===== src/rtl/axiflt_pkg.sv =====
package axiflt_pkg;
  localparam int CFG_W = 32;
  localparam int N_KIND = 3;
  // control word enable positions
  localparam int EN_RD_TRANS_BIT = 31;
  localparam int EN_WR_TRANS_BIT = 30;
  localparam int EN_RD_BEAT_BIT = 29;
  localparam int LOW_EN_BIT = 29;
  // byte offsets of the two words
  localparam logic [7:0] CTL_OFS = 8'h00;
  localparam logic [7:0] MATCH_OFS = 8'h04;

  // one bit per event kind, read transactions in bit 0
  typedef struct packed {
    logic rdBeat;
    logic wrTrans;
    logic rdTrans;
  } kindVec_t;
endpackage


===== src/rtl/axiflt_idcmp.sv =====
module axiflt_idcmp #(
  parameter int ID_W = 18
) (
  input  logic [ID_W-1:0] id,
  input  logic [ID_W-1:0] refId,
  input  logic [ID_W-1:0] mask,
  output logic            match
);
  logic [ID_W-1:0] diffBits;

  always_comb begin
    diffBits = (id ^ refId) & mask;
    match = ~|diffBits;
  end
endmodule


===== src/rtl/axiflt_ctrl.sv =====
module axiflt_ctrl
  import axiflt_pkg::*;
#(
  parameter int ID_W = 18,
  parameter int ADDR_W = 8
) (
  input  logic              clk,
  input  logic              rstN,
  input  logic              cfgWe,
  input  logic [ADDR_W-1:0] cfgAddr,
  input  logic [CFG_W-1:0]  cfgWdata,
  output kindVec_t          enStrobe,
  output logic [ID_W-1:0]   idMask,
  output logic [ID_W-1:0]   matchId
);
  localparam logic [ADDR_W-1:0] CTL_A = ADDR_W'(CTL_OFS);
  localparam logic [ADDR_W-1:0] MATCH_A = ADDR_W'(MATCH_OFS);

  logic ctlHit;
  logic matchHit;
  logic unusedCfgBits;

  assign ctlHit = cfgWe && (cfgAddr == CTL_A);
  assign matchHit = cfgWe && (cfgAddr == MATCH_A);
  assign unusedCfgBits = ^cfgWdata[LOW_EN_BIT-1:ID_W];

  always_ff @(posedge clk or negedge rstN) begin
    if (!rstN) begin
      enStrobe <= '0;
      idMask <= '0;
    end else if (ctlHit) begin
      enStrobe.rdTrans <= cfgWdata[EN_RD_TRANS_BIT];
      enStrobe.wrTrans <= cfgWdata[EN_WR_TRANS_BIT];
      enStrobe.rdBeat <= cfgWdata[EN_RD_BEAT_BIT];
      idMask <= cfgWdata[ID_W-1:0];
    end
  end

  always_ff @(posedge clk or negedge rstN) begin
    if (!rstN) begin
      matchId <= '0;
    end else if (matchHit) begin
      matchId <= cfgWdata[ID_W-1:0];
    end
  end
endmodule


===== src/rtl/axiflt_datapath.sv =====
module axiflt_datapath
  import axiflt_pkg::*;
#(
  parameter int ID_W = 18
) (
  input  logic                        clk,
  input  logic                        rstN,
  input  kindVec_t                    enStrobe,
  input  logic [ID_W-1:0]             idMask,
  input  logic [ID_W-1:0]             matchId,
  input  logic [N_KIND-1:0]           chValid,
  input  logic [N_KIND-1:0]           chReady,
  input  logic [N_KIND-1:0][ID_W-1:0] chId,
  output kindVec_t                    evQ
);
  logic [N_KIND-1:0] enVec;
  logic [N_KIND-1:0] idMatch;
  logic [N_KIND-1:0] qualify;
  logic [N_KIND-1:0] evVec;

  assign enVec = enStrobe;

  for (genvar k = 0; k < N_KIND; k++) begin : g_kind
    axiflt_idcmp #(.ID_W(ID_W)) u_cmp (
      .id   (chId[k]),
      .refId(matchId),
      .mask (idMask),
      .match(idMatch[k])
    );

    assign qualify[k] = chValid[k] && chReady[k] && enVec[k] && idMatch[k];

    always_ff @(posedge clk or negedge rstN) begin
      if (!rstN) evVec[k] <= 1'b0;
      else evVec[k] <= qualify[k];
    end
  end

  assign evQ = kindVec_t'(evVec);
endmodule


===== src/rtl/axi_id_event_filter.sv =====
module axi_id_event_filter
  import axiflt_pkg::*;
#(
  parameter int ID_W = 18,
  parameter int ADDR_W = 8
) (
  input  logic              clk,
  input  logic              rstN,
  input  logic              cfgWe,
  input  logic [ADDR_W-1:0] cfgAddr,
  input  logic [31:0]       cfgWdata,
  input  logic              arValid,
  input  logic              arReady,
  input  logic [ID_W-1:0]   arId,
  input  logic              awValid,
  input  logic              awReady,
  input  logic [ID_W-1:0]   awId,
  input  logic              rValid,
  input  logic              rReady,
  input  logic [ID_W-1:0]   rId,
  output logic              evRdTrans,
  output logic              evWrTrans,
  output logic              evRdBeat
);
  kindVec_t enStrobe;
  kindVec_t evQ;
  logic [N_KIND-1:0] enVec;
  logic [ID_W-1:0] idMask;
  logic [ID_W-1:0] matchId;
  logic [N_KIND-1:0] chValid;
  logic [N_KIND-1:0] chReady;
  logic [N_KIND-1:0][ID_W-1:0] chId;

  assign enVec = enStrobe;
  assign chValid = {rValid, awValid, arValid};
  assign chReady = {rReady, awReady, arReady};
  assign chId = {rId, awId, arId};

  axiflt_ctrl #(.ID_W(ID_W), .ADDR_W(ADDR_W)) u_ctrl (
    .clk     (clk),
    .rstN    (rstN),
    .cfgWe   (cfgWe),
    .cfgAddr (cfgAddr),
    .cfgWdata(cfgWdata),
    .enStrobe(enStrobe),
    .idMask  (idMask),
    .matchId (matchId)
  );

  axiflt_datapath #(.ID_W(ID_W)) u_dp (
    .clk     (clk),
    .rstN    (rstN),
    .enStrobe(enStrobe),
    .idMask  (idMask),
    .matchId (matchId),
    .chValid (chValid),
    .chReady (chReady),
    .chId    (chId),
    .evQ     (evQ)
  );

  assign evRdTrans = evQ.rdTrans;
  assign evWrTrans = evQ.wrTrans;
  assign evRdBeat = evQ.rdBeat;
endmodule


===== config.mk =====
export PLATFORM = sky130hd
export DESIGN_NAME = axi_id_event_filter
export DESIGN_NICKNAME = d
export VERILOG_FILES = /design/src/rtl/axiflt_pkg.sv /design/src/rtl/axiflt_idcmp.sv /design/src/rtl/axiflt_ctrl.sv /design/src/rtl/axiflt_datapath.sv /design/src/rtl/axi_id_event_filter.sv
export SDC_FILE = /design/constraint.sdc
export NUM_CORES = 1
export LEC_CHECK = 0
export ABC_CLOCK_PERIOD_IN_PS = 1400
export BUFFER_PORTS_ARGS = -buffer_cell sky130_fd_sc_hd__buf_4
export CORE_MARGIN = 8
export CORE_UTILIZATION = 39
export DETAILED_ROUTE_END_ITERATION = 8
export PLACE_DENSITY = 0.7
export SLEW_MARGIN = 25
export SYNTH_ARGS = -nofsm -noshare
export SYNTH_HDL_FRONTEND = slang
export SYNTH_SLANG_ARGS = --single-unit

===== constraint.sdc =====
create_clock -name clk -period 1.4 [get_ports clk]
set_clock_uncertainty 0.2 [all_clocks]
set_input_delay 0.28 -clock clk [delete_from_list [all_inputs] [get_ports clk]]
set_output_delay 0.28 -clock clk [all_outputs]
set_load 0.005 [all_outputs]

# Yosys cells after proc, flatten, opt, wreduce, memory -nomap -nowiden
# Cells that the tools add are included.
[totals] ff_bits=42 inputBits=103 out_inout_bits=3 wordCells=33
[op_classes] eq_ne=1 n_bitwise=6 n_reduce_logical=18
[op_table] operator="AND 18 bit" count=3
[op_table] operator="OR reduction 18 bit" count=3
[op_table] operator="XOR 18 bit" count=3
[op_table] operator="logical AND 1 bit" count=11
[op_table] operator="equality test 8 x 3 -> 1 bit (second input constant)" count=1
[op_table] operator="zero test 8 bit" count=1
[op_table] operator="zero test 1 bit" count=3

# Longest topological paths before layout
# Gate-level depths: netlist of run 1.
[depth] word_depth=5 ltp_mapped=5 mapped_depth_nobuf=4

# Modules after synthesis
# Synthesis of run 1 repeated with hierarchy kept, for this count alone.
[hier_totals] hier_cells=184 hier_area_um2=2411.1
[modules_own_cells] mod="axiflt_ctrl" n_inst=1 cells_per_inst=85 area_per_inst_um2=1559.0 seq_area_each_um2=975.9
[modules_own_cells] mod="axiflt_idcmp" n_inst=3 cells_per_inst=31 area_per_inst_um2=250.2 seq_area_each_um2=0.0
[modules_own_cells] mod="axiflt_datapath" n_inst=1 cells_per_inst=6 area_per_inst_um2=101.3 seq_area_each_um2=75.1

# Worst setup path before layout of run 1
# Ideal clock, no wire load.
[synth_timing] kind="input-to-reg" from="in cfgAddr[3]" to="reg u_ctrl.matchId[0]" setup_ps=125 t_arrival_ps=1283 required_time_ps=1075 path_slack_ps=-208 path_stages=5 path_buffers=1 cell_sequence="nor4_1 > and3_2 > nand2_4 > buf_6 > mux2_4"
[synth_via] elab_chain_cells=2
[synth_rtl] element="start: declaration" line_no="axi_id_event_filter.sv:10" text="input logic [ADDR_W-1:0] cfgAddr,"
[synth_rtl] element="equality test 8 x 3 -> 1 bit" line_no="axiflt_ctrl.sv:24" text="assign matchHit = cfgWe && (cfgAddr == MATCH_A);"
[synth_rtl] element="logical AND 1 bit" line_no="axiflt_ctrl.sv:24"
[synth_rtl] element="end signal: assignment" line_no="axiflt_ctrl.sv:43" text="matchId <= cfgWdata[ID_W-1:0];"
[synth_rtl] element="end: declaration" line_no="axiflt_ctrl.sv:14" text="output logic [ID_W-1:0] matchId"
# No other way between the ends.
# A chain may end at the register's enable or synchronous reset.

# Worst setup path in the final report of run 1
[layout_timing] from="reg u_ctrl.matchId[13]" to="reg u_dp.evVec[0], in the netlist u_dp.evQ[0]"
[layout_via] elab_chain_cells=5
[layout_rtl] element="XOR 18 bit" line_no="axiflt_idcmp.sv:12" text="diffBits = (id ^ refId) & mask;"
[layout_rtl] element="AND 18 bit" line_no="axiflt_idcmp.sv:12"
[layout_rtl] element="OR reduction 18 bit" line_no="axiflt_idcmp.sv:13" text="match = ~|diffBits;"
[layout_rtl] element="zero test 1 bit" line_no="axiflt_idcmp.sv:13"
[layout_rtl] element="logical AND 1 bit" line_no="axiflt_datapath.sv:31" text="assign qualify[k] = chValid[k] && chReady[k] && enVec[k] && idMatch[k];"
[layout_rtl] element="via u_dp.qualify[0]" line_no="axiflt_datapath.sv:18" text="logic [N_KIND-1:0] qualify;"
[layout_rtl] element="end signal: indexed assignment" line_no="axiflt_datapath.sv:35" text="else evVec[k] <= qualify[k];"
[layout_rtl] element="end: declaration" line_no="axiflt_datapath.sv:19" text="logic [N_KIND-1:0] evVec;"
# The timed path passes the listed nets, and every way through them passes these cells.

==> impl_table.tex, run 1 <==
\begin{tabular}{lr}
\hline
Metric & Value \\
\hline
\multicolumn{2}{l}{\textbf{Floorplan}} \\
Die ar. & 9020 µm² \\
I/O pin count & 106 \\
Core area & 5990 µm² \\
Starting density of the core & 40.6\% \\
Die boundary height & 95.0 µm \\
Width of the chip & 95.0 µm \\
Floorplan row count & 28 \\
\multicolumn{2}{l}{\textbf{Placed design}} \\
Pre-CTS setup slack & -0.374 ns \\
Total cell area at the placement stage & 3340 µm² \\
HPWL reported at the end of detailed placement & 5.36 mm \\
Routability cong. & 0.793 \\
Port Buf Inserts & 94 \\
\multicolumn{2}{l}{\textbf{Synthesis}} \\
Synth Net Count & 284 \\
Area contributors post-synth & sky130\_fd\_sc\_hd\_\_dfrtp\_1, sky130\_fd\_sc\_hd\_\_xor2\_1, sky130\_fd\_sc\_hd\_\_mux2\_4 \\
Proportion of netlist area held by the largest area contributor & 43.2\% \\
Cell count after synthesis & 181 \\
Sequential-to-total area share from yosys stat & 43.2\% \\
Area of the mapped netlist & 2430 µm² \\
Post-synth ARST share & 100\% \\
Number of distinct library cells after synthesis & 19 \\
Post-synthesis register bit count & 42 \\
Number of synthesized flops with an enable pin & 0 \\
Area leader, netlist & sky130\_fd\_sc\_hd\_\_dfrtp\_1 \\
Main flop type after synthesis & sky130\_fd\_sc\_hd\_\_dfrtp\_1 \\
Synthesized area divided by synthesized cell count & 13.4 µm² \\
Total of warnings raised by yosys & 0 \\
\multicolumn{2}{l}{\textbf{Global routing}} \\
Antenna violations before repair & 0 \\
Leftover overflow at the end of global routing & 0 \\
Maximum number of pins on one net before global-route repair & 43 \\
Global-route usage over all layers & 16.5\% \\
Number of global-route vias before repair & 2249 \\
First-pass GRT wire length & 11.4 mm \\
\multicolumn{2}{l}{\textbf{Critical path}} \\
Type of the worst setup path & flop to flop \\
CP max FO & 3 \\
Cells along the critical path & xor2\_1, a22o\_1, a221oi\_2, and4\_1 \\
Worst EP required & 1.43 ns \\
Highest cell delay on the worst timing path & 0.44 ns \\
Critical path depth in cells & 4 \\
Critical-path cell with the highest stage delay & sky130\_fd\_sc\_hd\_\_dfrtp\_1 \\
Kind of cell adding the most delay to the critical path & compound AO/OA/AOI/OAI gates \\
Worst EP arrival & 1.58 ns \\
Capturing element type of the critical path & flop \\
R2r worst-path depth & 4 \\
Worst Path Buf+Inv & 0 \\
Startpoint kind of the worst setup timing path & flop \\
\multicolumn{2}{l}{\textbf{Detailed routing}} \\
Antenna viol nets, final & 0 \\
DRC violation count after routing & 0 \\
Sum of routed wire length over all layers & 7.33 mm \\
Top routing layer in use & met4 \\
Via count of the routed design & 1960 \\
Drt first-iter violations & 61 \\
Number of detailed-route iterations in the first pass & 4 \\
Vias per cell & 5.13 \\
Met3 WL post-DR & 592 µm \\
Met2 wire length & 3.67 mm \\
Mean routed wirelength per cell & 19.2 µm \\
Post-route met1 wirelength & 3.00 mm \\
\multicolumn{2}{l}{\textbf{Timing}} \\
Setup WS post-layout & -0.156 ns \\
Final setup fails & 40 \\
Hold slack & 0.0149 ns \\
Number of endpoints with negative hold slack in the final report & 0 \\
Time the worst path needs with I/O delays and setup & 1.56 ns \\
Headroom to the max-slew limit & 65.1\% \\
Post-route fraction of the period consumed by the critical path & 111\% \\
RSZ-0062 raised after global routing & yes \\
Final-report max-slew violation count & 0 \\
Highest achievable clock rate & 643 MHz \\
Actual slew at the worst max-slew pin & 0.524 ns \\
\multicolumn{2}{l}{\textbf{Clock tree}} \\
Clk pin slew, worst setup/hold paths & 0.09 ns \\
H-tree depth reported by CTS & 2 \\
CTS tree & built \\
Clock sink total & 42 \\
Clock latency on the worst-skew pair & 0.30 ns \\
Number of buffers between clock root and the deepest sink & 2 \\
Root Buffer Master & sky130\_fd\_sc\_hd\_\_clkbuf\_8 \\
CTS buffer count & 5 \\
\multicolumn{2}{l}{\textbf{Final layout}} \\
Utilization of the core after routing & 62.3\% \\
Final Cell Area & 3730 µm² \\
Commonest cells after routing, fill and taps aside & sky130\_fd\_sc\_hd\_\_buf\_4, sky130\_fd\_sc\_hd\_\_xor2\_1, sky130\_fd\_sc\_hd\_\_dfrtp\_1 \\
Fraction of final layout cells sized beyond drive strength 1 & 59.6\% \\
Antenna fix cells & 0 \\
Leading cell type in the layout, fill and taps excluded & sky130\_fd\_sc\_hd\_\_buf\_4 \\
Area Growth Syn to Fin & 53.4\% \\
Net total in the final layout & 409 \\
\multicolumn{2}{l}{\textbf{Run status}} \\
Outcome & finished, violations left \\
Violations in the final reports & setup timing \\
\multicolumn{2}{l}{\textbf{Power and ir drop}} \\
Pwr Total & 2.70 mW \\
Pwr per Cell Area & 723 nW/µm² \\
Static leakage & 2.01 nW \\
Worst VDD drop & 0.558 mV \\
\multicolumn{2}{l}{\textbf{Worst hold path}} \\
Kind of path behind the tightest hold check & input pin to flop \\
Depth of the worst hold-timing path & 2 \\
\multicolumn{2}{l}{\textbf{Job}} \\
Max-cap violations & 0 \\
\hline
\end{tabular}
## layer usage
metal | GRT usage, % | vias up
li1 | - | 924
met5 | 0 | -
met4 | 3.51 | 0
met3 | 6.03 | 11
met2 | 27.6 | 68
met1 | 19.8 | 957
## final cells by class
type	count	area, µm²
clock inverter	3	21.3
fill	478	2260
tap	75	93.8
sequential	42	1050
timing repair buffer	118	991
inverter	1	3.75
clock buffer	5	68.8
multi-input combinational	138	1500
## report_power, final
part	internal, mW	switching, mW
Combinational	0.363	0.215
Clock	0.350	0.429
Sequential	1.27	0.0732
## path summary, 6_finish.rpt
check                                        start                 end  slack (ns)
worst max-delay path            u_ctrl.matchId[13]         u_dp.evQ[0]       -0.16
worst min-delay path                   cfgWdata[6]    u_ctrl.idMask[6]        0.01
worst max register to register  u_ctrl.matchId[13]         u_dp.evQ[0]       -0.16
worst min register to register  u_ctrl.enStrobe[1]  u_ctrl.enStrobe[1]        0.32
max in group asynchronous                     rstN  u_ctrl.matchId[17]        0.31
min in group asynchronous                     rstN   u_ctrl.idMask[12]        0.30
## logic make-up after synthesis
| kind of cell | Yosys count | synth area share [%] |
|---|---|---|
| flops | 42 | 43.2 |
| xor+xnor | 54 | 19.4 |
| mux | 39 | 22.7 |
| compound gates | 27 | 8.74 |
| simple gates | 15 | 4.37 |
| buf+inv | 4 | 1.54 |
## through the flow
step,TNS (ns),std cells
floorplan,-6.15,181
global placement,-14.17,364
detailed placement,-14.40,364
CTS,-3.10,381
global route,-4.74,382
finish,-3.14,382
## cell usage after synthesis (2+ instances only)
cell type	n
sky130_fd_sc_hd__a22oi_1	13
sky130_fd_sc_hd__and4_1	4
sky130_fd_sc_hd__nand3_1	3
sky130_fd_sc_hd__buf_6	3
sky130_fd_sc_hd__nand4_1	2
sky130_fd_sc_hd__mux2_2	9
sky130_fd_sc_hd__nor3_1	2
sky130_fd_sc_hd__mux2_4	30
sky130_fd_sc_hd__xor2_1	54
sky130_fd_sc_hd__a222oi_1	3
sky130_fd_sc_hd__a221oi_1	4
sky130_fd_sc_hd__a22o_1	4
sky130_fd_sc_hd__a21oi_1	3
sky130_fd_sc_hd__dfrtp_1	42
## sequential cells by signal, indices dropped and copies added, names as in the netlist
| signal | flops |
|---|---|
| u_ctrl.idMask | 18 |
| u_ctrl.enStrobe | 3 |
| u_ctrl.matchId | 18 |
| u_dp.evQ | 3 |
## what timing repair did
action	4_1_cts	5_1_grt
endpoints found under the setup margin	42	42
pin swaps	10	4
buffers inserted	3	1
hold buffers	1	1
endpoints found under the hold margin	42	1
cloned	6	0
gates resized for setup	26	9
Power figures use the tool's default switching activity.
==> run 2: changes to the inputs <==
--- a/config.mk
+++ b/config.mk
@@ -10,8 +10,9 @@
 export CORE_MARGIN = 8
 export CORE_UTILIZATION = 39
 export DETAILED_ROUTE_END_ITERATION = 8
-export PLACE_DENSITY = 0.7
+export PLACE_DENSITY = 0.78
 export SLEW_MARGIN = 25
 export SYNTH_ARGS = -nofsm -noshare
 export SYNTH_HDL_FRONTEND = slang
+export SYNTH_HIERARCHICAL = 1
 export SYNTH_SLANG_ARGS = --single-unit
==> impl_table.tex, run 2 <==
\begin{tabular}{lr}
\hline
Metric & Value \\
\hline
\multicolumn{2}{l}{\textbf{Run status}} \\
Outcome & finished, violations left \\
Violations in the final reports & setup timing \\
\multicolumn{2}{l}{\textbf{Global routing}} \\
Maximum number of pins on one net before global-route repair & 43 \\
Number of global-route vias before repair & 2104 \\
Leftover overflow at the end of global routing & 0 \\
Global-route usage over all layers & 14.7\% \\
Global routing met1 resource utilization & 18.5\% \\
Met2 track utilization from global routing & 24.2\% \\
Antenna violations before repair & 0 \\
Global routing's busiest layer & met2 \\
First-pass GRT wire length & 10.4 mm \\
Met3 routing resource usage after global routing & 4.52\% \\
\multicolumn{2}{l}{\textbf{Detailed routing}} \\
Sum of routed wire length over all layers & 6.80 mm \\
Mean routed wirelength per cell & 18.2 µm \\
Via count of the routed design & 1863 \\
Drt first-iter violations & 74 \\
Vias per cell & 4.99 \\
Antenna viol nets, final & 0 \\
DRC violation count after routing & 0 \\
Number of detailed-route iterations in the first pass & 4 \\
\multicolumn{2}{l}{\textbf{Clock tree}} \\
Number of buffers between clock root and the deepest sink & 2 \\
Clock latency on the worst-skew pair & 0.29 ns \\
Root Buffer Master & sky130\_fd\_sc\_hd\_\_clkbuf\_8 \\
Clk pin slew, worst setup/hold paths & 0.09 ns \\
H-tree depth reported by CTS & 2 \\
CTS buffer count & 5 \\
Clock sink total & 42 \\
CTS tree & built \\
\multicolumn{2}{l}{\textbf{Critical path}} \\
Startpoint kind of the worst setup timing path & flop \\
Worst EP required & 1.43 ns \\
Type of the worst setup path & flop to flop \\
Highest cell delay on the worst timing path & 0.44 ns \\
Critical-path cell with the highest stage delay & sky130\_fd\_sc\_hd\_\_dfrtp\_1 \\
Worst Path Buf+Inv & 0 \\
Capturing element type of the critical path & flop \\
Cells along the critical path & xor2\_1, a22oi\_1, nand4\_1, nor3\_2, and4\_1 \\
CP max FO & 4 \\
Kind of cell adding the most delay to the critical path & simple AND/OR/NAND/NOR gates \\
Worst EP arrival & 1.71 ns \\
\multicolumn{2}{l}{\textbf{Placed design}} \\
Port Buf Inserts & 94 \\
Routability cong. & 0.792 \\
Pre-CTS setup slack & -0.459 ns \\
HPWL reported at the end of detailed placement & 4.96 mm \\
\multicolumn{2}{l}{\textbf{Floorplan}} \\
Starting density of the core & 40.5\% \\
Width of the chip & 94.6 µm \\
Die ar. & 8950 µm² \\
Core area & 5960 µm² \\
Floorplan row count & 28 \\
I/O pin count & 106 \\
Die boundary height & 94.6 µm \\
\multicolumn{2}{l}{\textbf{Timing}} \\
Post-route fraction of the period consumed by the critical path & 119\% \\
Final setup fails & 34 \\
Time the worst path needs with I/O delays and setup & 1.67 ns \\
Final-report max-slew violation count & 0 \\
Headroom to the max-slew limit & 63.7\% \\
RSZ-0062 raised after global routing & yes \\
Highest achievable clock rate & 598 MHz \\
Setup WS post-layout & -0.272 ns \\
Actual slew at the worst max-slew pin & 0.544 ns \\
Number of endpoints with negative hold slack in the final report & 0 \\
\multicolumn{2}{l}{\textbf{Final layout}} \\
Net total in the final layout & 400 \\
Registers with the most flip-flops & u\_ctrl/idMask x18, u\_ctrl/matchId x18 \\
Antenna fix cells & 0 \\
Commonest cells after routing, fill and taps aside & sky130\_fd\_sc\_hd\_\_buf\_4, sky130\_fd\_sc\_hd\_\_xor2\_1, sky130\_fd\_sc\_hd\_\_dfrtp\_1 \\
Fraction of final layout cells sized beyond drive strength 1 & 55.0\% \\
Area Growth Syn to Fin & 49.8\% \\
Leading cell type in the layout, fill and taps excluded & sky130\_fd\_sc\_hd\_\_buf\_4 \\
Utilization of the core after routing & 60.6\% \\
\multicolumn{2}{l}{\textbf{Power and ir drop}} \\
Clock network fraction of design power & 30.2\% \\
Worst VDD drop & 0.486 mV \\
Proportion of total power due to net switching & 25.9\% \\
Total internal power & 2.02 mW \\
Combinational group share of total power & 20.8\% \\
Static leakage & 1.92 nW \\
Pwr Total & 2.72 mW \\
Power share of the sequential group & 49.0\% \\
Net switching power of the design & 706 µW \\
Pwr per Cell Area & 754 nW/µm² \\
\multicolumn{2}{l}{\textbf{Synthesis}} \\
Post-synth ARST share & 100\% \\
Cell count after synthesis & 184 \\
Proportion of netlist area held by the largest area contributor & 43.6\% \\
Synth Net Count & 287 \\
Area of the mapped netlist & 2410 µm² \\
Ranking of synthesized cells by instance count & sky130\_fd\_sc\_hd\_\_xor2\_1, sky130\_fd\_sc\_hd\_\_dfrtp\_1, sky130\_fd\_sc\_hd\_\_mux2\_2, sky130\_fd\_sc\_hd\_\_a22oi\_1, sky130\_fd\_sc\_hd\_\_mux2\_4 \\
Leading cell type by number of instances after synthesis & sky130\_fd\_sc\_hd\_\_xor2\_1 \\
Area contributors post-synth & sky130\_fd\_sc\_hd\_\_dfrtp\_1, sky130\_fd\_sc\_hd\_\_xor2\_1, sky130\_fd\_sc\_hd\_\_mux2\_2 \\
Number of synthesized flops with an enable pin & 0 \\
Area leader, netlist & sky130\_fd\_sc\_hd\_\_dfrtp\_1 \\
Sequential-to-total area share from yosys stat & 43.6\% \\
Synthesized area divided by synthesized cell count & 13.1 µm² \\
Post-synthesis register bit count & 42 \\
Total of warnings raised by yosys & 6 \\
Main flop type after synthesis & sky130\_fd\_sc\_hd\_\_dfrtp\_1 \\
Number of distinct library cells after synthesis & 15 \\
\multicolumn{2}{l}{\textbf{Worst hold path}} \\
Kind of path behind the tightest hold check & input pin to flop \\
\multicolumn{2}{l}{\textbf{Job}} \\
Max-cap violations & 0 \\
\hline
\end{tabular}
run 2: cell count changes in the layout (fill, tap and decap cells not counted), sizes merged, moves of 3 or more:
cell and delta:
buf -9, a221oi -4, a222oi -3, a22o -4, a22oi +14, a21oi -3
run 2: metrics by stage:
step	cell area (µm²)	setup TNS (ns)	hold WS, ns	cells
CTS	3520	-4.24	0.0143	370
detailed placement	3250	-15.15	0.101	355
floorplan	2410	-6.59	-0.216	184
finish	3610	-2.96	0.0220	373
global placement	3250	-14.01	0.0997	355
global route	3610	-4.84	0.00974	373
run 2: worst paths after layout:
kind / from / endpoint / slack [ns] / cells after the start
setup / recovery: u_ctrl/matchId[7] / u_dp/evQ[2] / -0.27 / 5
hold / removal: cfgWdata[31] / u_ctrl/enStrobe[0] / 0.02 / 2
setup reg to reg: u_ctrl/matchId[7] / u_dp/evQ[2] / -0.27 / 5
hold reg to reg: u_ctrl/enStrobe[0] / u_ctrl/enStrobe[0] / 0.31 / 1
max in group asynchronous: rstN / u_ctrl/matchId[3] / 0.28 / 2
min in group asynchronous: rstN / u_ctrl/matchId[11] / 0.31 / 2
run 2: layer usage:
| metal | vias to the layer above | wire, µm | share of wire (%) |
|---|---|---|---|
| met5 | - | 0 | 0 |
| met4 | 0 | 42 | 0.62 |
| met2 | 70 | 3350 | 49 |
| li1 | 899 | - | - |
| met1 | 890 | 2890 | 42 |
| met3 | 4 | 522 | 7.7 |
run 2: cells by family (layout without fill, tap and decap cells):
family                 count (synthesis)  after routing  synth area share (%)
XOR/XNOR                              54             54                  19.6
flip-flops                            42             42                  43.6
multiplexers                          39             39                  19.8
AO/OA/AOI/OAI                         27             27                  8.41
AND/OR/NAND/NOR                       19             19                  7.21
buffers and inverters                  3            117                  1.40
run 2: what timing repair did:
item,CTS,global route
setup buffers,3,2
hold buffers,1,0
resized for setup,15,15
cloned,3,1
setup endpoints to repair,25,42
endpoints found under the hold margin,42,0
pin swaps,7,11
run 2: layout make-up:
type,instances,area (µm²)
timing repair buffer,109,967
multi-input combinational,139,1400
tap,75,93.8
sequential,42,1050
fill,516,2340
clock buffer,6,82.6
clock inverter,2,12.5
run 2: worst reg2reg max path, delay by kind of cell (launching register included):
kind                      cells  cell delay (ns)
AOI/OAI and AO/OA             1             0.24
xor gates and xnor gates      1             0.17
DFF                           1             0.44
and+or+nand+nor               3             0.58
run 2: power groups by stage:
stage / Sequential (mW) / Clock, mW / Combinational [mW]
6_report: 1.33 / 0.822 / 0.565
3_5_place_dp: 1.36 / 0 / 0.532
5_1_grt: 1.34 / 0.901 / 0.610
4_1_cts: 1.33 / 0.843 / 0.550
3_3_place_gp: 1.35 / 0 / 0.520
2_1_floorplan: 1.34 / 0 / 0.228
==> run 3: changes to the inputs <==
--- a/config.mk
+++ b/config.mk
@@ -11,6 +11,7 @@
 export CORE_UTILIZATION = 39
 export DETAILED_ROUTE_END_ITERATION = 8
 export PLACE_DENSITY = 0.78
+export SKIP_CTS_REPAIR_TIMING = 1
 export SLEW_MARGIN = 25
 export SYNTH_ARGS = -nofsm -noshare
 export SYNTH_HDL_FRONTEND = slang
==> impl_table.tex, run 3 (same netlist as run 2, synthesis figures left out) <==
\begin{tabular}{lr}
\hline
Metric & Value \\
\hline
\multicolumn{2}{l}{\textbf{Power and ir drop}} \\
Pwr per Cell Area & 770 nW/µm² \\
Worst VDD drop & 0.475 mV \\
Pwr Total & 2.71 mW \\
Static leakage & 1.87 nW \\
\multicolumn{2}{l}{\textbf{Critical path}} \\
Worst EP arrival & 1.66 ns \\
Worst EP required & 1.43 ns \\
Highest cell delay on the worst timing path & 0.43 ns \\
Capturing element type of the critical path & flop \\
Worst Path Buf+Inv & 0 \\
Cells along the critical path & xor2\_1, a22oi\_1, nand3\_1, nor3\_2, and4\_1 \\
Kind of cell adding the most delay to the critical path & simple AND/OR/NAND/NOR gates \\
Type of the worst setup path & flop to flop \\
Critical path depth in cells & 5 \\
CP max FO & 4 \\
Startpoint kind of the worst setup timing path & flop \\
Critical-path cell with the highest stage delay & sky130\_fd\_sc\_hd\_\_dfrtp\_1 \\
R2r worst-path depth & 5 \\
\multicolumn{2}{l}{\textbf{Global routing}} \\
Global-route usage over all layers & 13.7\% \\
Antenna violations before repair & 0 \\
First-pass GRT wire length & 9.70 mm \\
Number of global-route vias before repair & 2039 \\
Maximum number of pins on one net before global-route repair & 43 \\
Leftover overflow at the end of global routing & 0 \\
\multicolumn{2}{l}{\textbf{Worst hold path}} \\
Kind of path behind the tightest hold check & input pin to flop \\
Depth of the worst hold-timing path & 2 \\
\multicolumn{2}{l}{\textbf{Final layout}} \\
Area of combinational cells with multiple inputs & 1400 µm² \\
Fraction of final layout cells sized beyond drive strength 1 & 54.6\% \\
Commonest cells after routing, fill and taps aside & sky130\_fd\_sc\_hd\_\_buf\_4, sky130\_fd\_sc\_hd\_\_xor2\_1, sky130\_fd\_sc\_hd\_\_dfrtp\_1 \\
Final Cell Area & 3510 µm² \\
Register area & 1050 µm² \\
Antenna fix cells & 0 \\
Net total in the final layout & 395 \\
Area Growth Syn to Fin & 45.7\% \\
Leading cell type in the layout, fill and taps excluded & sky130\_fd\_sc\_hd\_\_buf\_4 \\
Registers with the most flip-flops & u\_ctrl/idMask x18, u\_ctrl/matchId x18 \\
Fill count & 521 \\
\multicolumn{2}{l}{\textbf{Clock tree}} \\
CTS tree & built \\
Number of buffers between clock root and the deepest sink & 2 \\
H-tree depth reported by CTS & 2 \\
Root Buffer Master & sky130\_fd\_sc\_hd\_\_clkbuf\_8 \\
CTS buffer count & 5 \\
Clock sink total & 42 \\
Clk pin slew, worst setup/hold paths & 0.08 ns \\
Clock latency on the worst-skew pair & 0.29 ns \\
\multicolumn{2}{l}{\textbf{Placed design}} \\
Pre-CTS setup slack & -0.459 ns \\
Routability cong. & 0.792 \\
Total cell area at the placement stage & 3250 µm² \\
HPWL reported at the end of detailed placement & 4.96 mm \\
Port Buf Inserts & 94 \\
\multicolumn{2}{l}{\textbf{Timing}} \\
Hold slack & 0.0241 ns \\
Time the worst path needs with I/O delays and setup & 1.64 ns \\
Actual slew at the worst max-slew pin & 0.544 ns \\
Final setup fails & 24 \\
Final-report max-slew violation count & 0 \\
Number of endpoints with negative hold slack in the final report & 0 \\
Headroom to the max-slew limit & 63.7\% \\
RSZ-0062 raised after global routing & yes \\
Highest achievable clock rate & 611 MHz \\
Post-route fraction of the period consumed by the critical path & 117\% \\
Setup WS post-layout & -0.236 ns \\
\multicolumn{2}{l}{\textbf{Detailed routing}} \\
Number of detailed-route iterations in the first pass & 6 \\
DRC violation count after routing & 0 \\
Vias per cell & 5.02 \\
Via count of the routed design & 1847 \\
Antenna viol nets, final & 0 \\
Mean routed wirelength per cell & 17.8 µm \\
Sum of routed wire length over all layers & 6.54 mm \\
Drt first-iter violations & 66 \\
\multicolumn{2}{l}{\textbf{Floorplan}} \\
Die ar. & 8950 µm² \\
I/O pin count & 106 \\
Width of the chip & 94.6 µm \\
Starting density of the core & 40.5\% \\
Die boundary height & 94.6 µm \\
Floorplan row count & 28 \\
Core area & 5960 µm² \\
\multicolumn{2}{l}{\textbf{Run status}} \\
Violations in the final reports & setup timing \\
Outcome & finished, violations left \\
\multicolumn{2}{l}{\textbf{Job}} \\
Max-cap violations & 0 \\
\hline
\end{tabular}
-- run 3: worst paths after layout --
| kind | startpoint | end | slack [ns] |
|---|---|---|---|
| worst min-delay path | cfgWdata[31] | u_ctrl/enStrobe[0] | 0.02 |
| worst max register to register | u_ctrl/matchId[16] | u_dp/evQ[0] | -0.24 |
| worst min register to register | u_ctrl/enStrobe[0] | u_ctrl/enStrobe[0] | 0.31 |
| min in group asynchronous | rstN | u_ctrl/matchId[11] | 0.31 |
| max in group asynchronous | rstN | u_ctrl/matchId[0] | 0.29 |
| worst max-delay path | u_ctrl/matchId[16] | u_dp/evQ[0] | -0.24 |
-- run 3: final cells by class --
cell class	instances	area share, %
clock buffers	6	2.35
clock inverters	2	0.356
multi-input cells	139	39.9
flip-flops and latches	42	30.0
well taps	75	2.67
repair buffers	104	24.7
-- run 3: metrics by stage --
step           utilization [%]  TNS [ns]  cells
2_1_floorplan                -     -6.59    184
3_3_place_gp              54.6    -14.01    355
3_5_place_dp              54.6    -15.15    355
4_1_cts                   56.2     -3.35    363
5_1_grt                   59.0     -4.35    368
6_report                  59.0     -3.08    368
-- run 3: power by group --
group	internal, mW	switching, mW
Combinational	0.345	0.209
Clock	0.397	0.420
Sequential	1.27	0.0663
-- run 3: metal layers --
layer	track usage, %	vias up	share of wire, %
li1	-	884	-
met1	17.3	887	43
met2	22.2	72	49
met3	4.37	4	8.1
met4	3.12	0	0.49
met5	0	-	0
